===== src/rtl/rts_pkg.sv =====
package rts_pkg;

    typedef enum logic [2:0] {
        ST_IDLE    = 3'd0,
        ST_PWRUP   = 3'd1,
        ST_OSCST   = 3'd2,
        ST_PINHOLD = 3'd3,
        ST_RUN     = 3'd4
    } seq_state_e;

    typedef enum logic [1:0] {
        OSC_LP = 2'd0,
        OSC_XT = 2'd1,
        OSC_HS = 2'd2,
        OSC_RC = 2'd3
    } osc_mode_e;

    typedef enum logic {
        KIND_POWER = 1'b0,
        KIND_WAKE  = 1'b1
    } start_kind_e;

    typedef struct packed {
        seq_state_e  st;
        start_kind_e kind;
        logic        xtal;
    } seq_regs_t;

    function automatic logic mode_needs_ost(input logic [1:0] mode);
        return mode != OSC_RC;
    endfunction

endpackage


===== src/rtl/rts_sync.sv =====
module rts_sync #(
    parameter int STAGES = 2
) (
    input  logic clk,
    input  logic rst,
    input  logic async_in,
    output logic sync_out
);
    localparam int LAST = STAGES - 1;

    logic [LAST:0] chain_d, chain_q;

    generate
        if (STAGES == 1) begin : g_single
            always_comb chain_d = async_in;
        end else begin : g_multi
            always_comb chain_d = {chain_q[LAST-1:0], async_in};
        end
    endgenerate

    always_ff @(posedge clk or posedge rst) begin
        if (rst) chain_q <= '0;
        else     chain_q <= chain_d;
    end

    assign sync_out = chain_q[LAST];
endmodule


===== src/rtl/rts_timer.sv =====
module rts_timer #(
    parameter int LIMIT = 1024
) (
    input  logic clk,
    input  logic rst,
    input  logic run,
    input  logic step,
    output logic done
);
    localparam int W = $clog2(LIMIT + 1);
    localparam logic [W-1:0] TERM = W'(LIMIT - 1);

    logic [W-1:0] cnt_d, cnt_q;

    always_comb begin
        done  = run && step && (cnt_q == TERM);
        cnt_d = cnt_q;
        if (!run)      cnt_d = '0;
        else if (done) cnt_d = '0;
        else if (step) cnt_d = cnt_q + 1'b1;
    end

    always_ff @(posedge clk or posedge rst) begin
        if (rst) cnt_q <= '0;
        else     cnt_q <= cnt_d;
    end
endmodule


===== src/rtl/rst_timeout_seq.sv =====
module rst_timeout_seq
    import rts_pkg::*;
#(
    parameter int PWRT_TICKS  = 72,
    parameter int OST_CYCLES  = 1024,
    parameter int SYNC_STAGES = 2
) (
    input  logic       clk_osc,
    input  logic       por_pulse,
    input  logic       bor_evt,
    input  logic       wake_evt,
    input  logic       ext_rst_n,
    input  logic       slow_tick,
    input  logic [1:0] osc_mode,
    input  logic       pwrt_en,
    output logic       core_rst,
    output logic       run_en,
    output logic [2:0] seq_state
);
    seq_regs_t  cur_q, cur_d;
    logic       pin_ok;
    logic       pwr_done, ost_done;
    logic       cfg_xtal;
    seq_state_e finish_st;

    rts_sync #(.STAGES(SYNC_STAGES)) u_pin_sync (
        .clk      (clk_osc),
        .rst      (por_pulse),
        .async_in (ext_rst_n),
        .sync_out (pin_ok)
    );

    rts_timer #(.LIMIT(PWRT_TICKS)) u_pwr_timer (
        .clk  (clk_osc),
        .rst  (por_pulse),
        .run  (cur_q.st == ST_PWRUP),
        .step (slow_tick),
        .done (pwr_done)
    );

    rts_timer #(.LIMIT(OST_CYCLES)) u_ost_timer (
        .clk  (clk_osc),
        .rst  (por_pulse),
        .run  (cur_q.st == ST_OSCST),
        .step (1'b1),
        .done (ost_done)
    );

    always_comb begin
        cur_d     = cur_q;
        finish_st = pin_ok ? ST_RUN : ST_PINHOLD;
        if (bor_evt) begin
            cur_d.st   = ST_IDLE;
            cur_d.kind = KIND_POWER;
        end else begin
            unique case (cur_q.st)
                ST_IDLE: begin
                    cur_d.xtal = mode_needs_ost(osc_mode);
                    if (cur_q.kind == KIND_POWER && pwrt_en) cur_d.st = ST_PWRUP;
                    else if (mode_needs_ost(osc_mode))       cur_d.st = ST_OSCST;
                    else                                     cur_d.st = finish_st;
                end
                ST_PWRUP: begin
                    if (pwr_done) cur_d.st = cur_q.xtal ? ST_OSCST : finish_st;
                end
                ST_OSCST: begin
                    if (ost_done) cur_d.st = finish_st;
                end
                ST_PINHOLD: begin
                    if (pin_ok) cur_d.st = ST_RUN;
                end
                ST_RUN: begin
                    if (!pin_ok) begin
                        cur_d.st = ST_PINHOLD;
                    end else if (wake_evt) begin
                        cur_d.st   = ST_IDLE;
                        cur_d.kind = KIND_WAKE;
                    end
                end
                default: cur_d.st = ST_IDLE;
            endcase
        end
    end

    always_ff @(posedge clk_osc or posedge por_pulse) begin
        if (por_pulse) begin
            cur_q.st   <= ST_IDLE;
            cur_q.kind <= KIND_POWER;
            cur_q.xtal <= 1'b0;
        end else begin
            cur_q <= cur_d;
        end
    end

    assign cfg_xtal  = cur_q.xtal;
    assign run_en    = (cur_q.st == ST_RUN);
    assign core_rst  = ~run_en;
    assign seq_state = cur_q.st;
endmodule


===== config.mk =====
export PLATFORM = sky130hd
export DESIGN_NAME = rst_timeout_seq
export DESIGN_NICKNAME = d
export VERILOG_FILES = /design/src/rtl/rts_pkg.sv /design/src/rtl/rts_sync.sv /design/src/rtl/rts_timer.sv /design/src/rtl/rst_timeout_seq.sv
export SDC_FILE = /design/constraint.sdc
export NUM_CORES = 1
export LEC_CHECK = 0
export BUFFER_PORTS_ARGS = -buffer_cell sky130_fd_sc_hd__buf_2
export CORE_UTILIZATION = 30
export CTS_CLUSTER_DIAMETER = 40
export DETAILED_ROUTE_END_ITERATION = 10
export SYNTH_ARGS = -nofsm -noshare
export SYNTH_HDL_FRONTEND = slang
export SYNTH_SLANG_ARGS = --single-unit

===== constraint.sdc =====
create_clock -name clk_osc -period 2.4 [get_ports clk_osc]
set_input_delay 0.48 -clock clk_osc [delete_from_list [all_inputs] [get_ports clk_osc]]
set_output_delay 0.48 -clock clk_osc [all_outputs]
set_load 0.02 [all_outputs]

==> results_dict.tcl <==
set metrics [dict create \
    status "finished clean" \
    synth_fp_nets 154 \
    ys_ff_latch 25 \
    crit_path_start_kind "register" \
    finalSetupViolations 0 \
    clock_sinks 25 \
    drt_iter0_drc 56 \
    fmax_mhz 505 \
    synth_seq_area_share_pct 45.6 \
    avgSynthCellArea_um2 9.60 \
    die_w_um 69.6 \
    grtUsageTotal_pct 11.3 \
    wl_mm 2.49 \
    multiInputGateArea_um2 684 \
    clock_skew_ns 0.00202 \
    leakage_nw 0.658 \
    placed_cells 203 \
    ctsHoldBuffers 0 \
    cts_made_buffers 3 \
    postCtsSetupBuffers 0 \
    synthCells 143 \
    core_mm2 0.00438 \
    finalSetupTns_ns 0 \
    yosys-top-cells-count "25 x dfrtp_1, 23 x nor2_1, 10 x nand2_1" \
    gp_congestion 0.743 \
    cp-end-kind "primary output" \
    drc 0 \
    yosys-top-cells-area "dfrtp_1 46%, nor2_1 6.3%, xnor2_1 3.2%" \
    dpl.hpwl_mm 1.75 \
    yosys.area.top_type_share_pct 45.6 \
    ys.flop_type "dfrtp_1" \
    maxUsedRoutingLayer "met4" \
    holdCritPathClass "input pin to async pin" \
    layout.nets 167 \
    die_h_um 69.6 \
    drive_gt1_share_pct 16.8 \
    area_delta_synth_final_pct 10.7 \
    crit_type "register to primary output" \
    wl_per_cell_um 12.0 \
    dieArea_mm2 0.00485 \
    yosysTopAreaCell "dfrtp_1" \
    dpl_worst_slack_ns 0.590 \
    clock_latency_ns 0.26 \
    final_cells 207 \
    relSlewSlack_pct 67.4 \
    tightest_slew_ns 0.488 \
    grt_pass1_vias 1021 \
    powerDensity_mw_per_mm2 775 \
    ys_types 47 \
    period_minus_slack_ns 1.98 \
    port_buffers 13 \
    num_io_pins 14 \
    finalMaxSlewViolations 0 \
    ant_nets 0 \
    antenna_found_initial 0 \
    htreeDepth 1 \
    post_drt_via_cell_ratio 5.11 \
    cp_max_fo 15 \
    worstPathRequired_ns 1.92 \
    hold_viol 0 \
    wl_met1_mm 1.26 \
    grt_max_degree 26 \
    arrival_ns 1.50 \
    rsz0062_at_grt "no" \
    drtPass1Iterations 4 \
    drv_cap 0 \
    synth_enable_flop_cells 0 \
    cts_resized 0 \
    grt_overflow_total 0 \
    cts_max_path_buffers 2 \
    start_util_pct 31.3 \
    postSynth.asyncResetShare_pct 100 \
    final.period_utilization_pct 82.5 \
    worst_slack_ns 0.421 \
    clock_tree.root_cell "clkbuf_8" \
    vias 1057 \
    n_fill_cell 460 \
    grt_pass1_wl_mm 4.51 \
    ff_latch_area_um2 626 \
    diodes 0 \
    peakVddDrop_mv 0.225 \
    rows 24 \
    netlist_area_mm2 0.00137 \
    post-synth-top-count-cell "dfrtp_1" \
    wl_met2_mm 1.12 \
    cts_tree "built" \
    clkTransAtPathRegs_ns 0.09 \
    dr_wl_met3_um 82 \
    ys_warn_count 0 \
]
[where the power goes]
group | total, mW | internal [mW] | switching (mW) | leakage (nW)
sequential | 0.563 | 0.465 | 0.0984 | 0.337
clock | 0.249 | 0.119 | 0.130 | 0.0228
combinational | 0.365 | 0.149 | 0.216 | 0.297
total | 1.18 | 0.733 | 0.444 | 0.658
[per-stage QoR]
stage	power, mW	util, %	instance area, um^2	hold slack [ns]
2_1_floorplan	0.869	-	1370	0.331
3_3_place_gp	0.940	33.6	1470	0.332
3_5_place_dp	0.938	33.6	1470	0.336
4_1_cts	1.19	34.6	1520	0.265
5_1_grt	1.26	34.6	1520	0.285
6_report	1.18	34.6	1520	0.257
[cells in the final DEF (no fill, tap or decap), types with 3 or more instances in the layout]
cell,instances
dfrtp_1,25
nor2_1,23
buf_2,13
nand2_1,10
inv_1,7
nand3_1,6
xnor2_1,5
xor2_1,4
nor3_1,4
a21oi_1,4
o21ai_0,4
a31oi_1,3
clkbuf_8,3
[routing by layer]
metal | vias to the layer above | track usage, %
li1 | 537 | -
met1 | 504 | 14.9
met2 | 12 | 17.9
met3 | 4 | 3.63
met4 | 0 | 2.67
met5 | - | 0
[cells by family (layout without fill, tap and decap cells)]
logic type | count (synthesis) | count (layout) | share of synthesized area [%]
AOI/OAI and AO/OA | 27 | 27 | 15.1
adders and majority gates | 2 | 2 | 1.82
muxes | 2 | 2 | 1.55
and+or+nand+nor | 65 | 65 | 25.6
DFF | 25 | 25 | 45.6
buffers and inverters | 13 | 25 | 4.56
xor gates and xnor gates | 9 | 9 | 5.74
[flip-flops by register name (all words and copies together), names as in the netlist]
signal              cells
u_pwr_timer.cnt_q       7
seq_state               3
u_ost_timer.cnt_q      11
cur_q                   1
u_pin_sync.chain_q      2
cfg_xtal                1
[worst paths after layout]
path                                    endpoint  slack [ns]  cells past startpoint                  start
min reg2reg                u_pin_sync.chain_q[1]        0.35                      0  u_pin_sync.chain_q[0]
min in group clk_osc       u_pin_sync.chain_q[0]        0.32                      1              ext_rst_n
min                         u_pwr_timer.cnt_q[4]        0.26                      3              por_pulse
max                                       run_en        0.42                      2           seq_state[1]
max reg2reg                         seq_state[1]        0.58                      5   u_ost_timer.cnt_q[0]
max in group asynchronous               cur_q[1]        1.90                      3              por_pulse
[layout make-up]
class,count,area share (%)
inverter,7,1.73
tap,52,4.28
timing repair buffer,14,4.78
sequential,25,41.2
multi-input combinational,105,45.1
clock buffer,4,2.97
[critical path: stages, from the launching register on]
cell and delay [ns]:
dfrtp_1 0.57, nor3b_1 0.43, buf_2 0.24
Note: power is estimated with default switching activity, not from simulation.
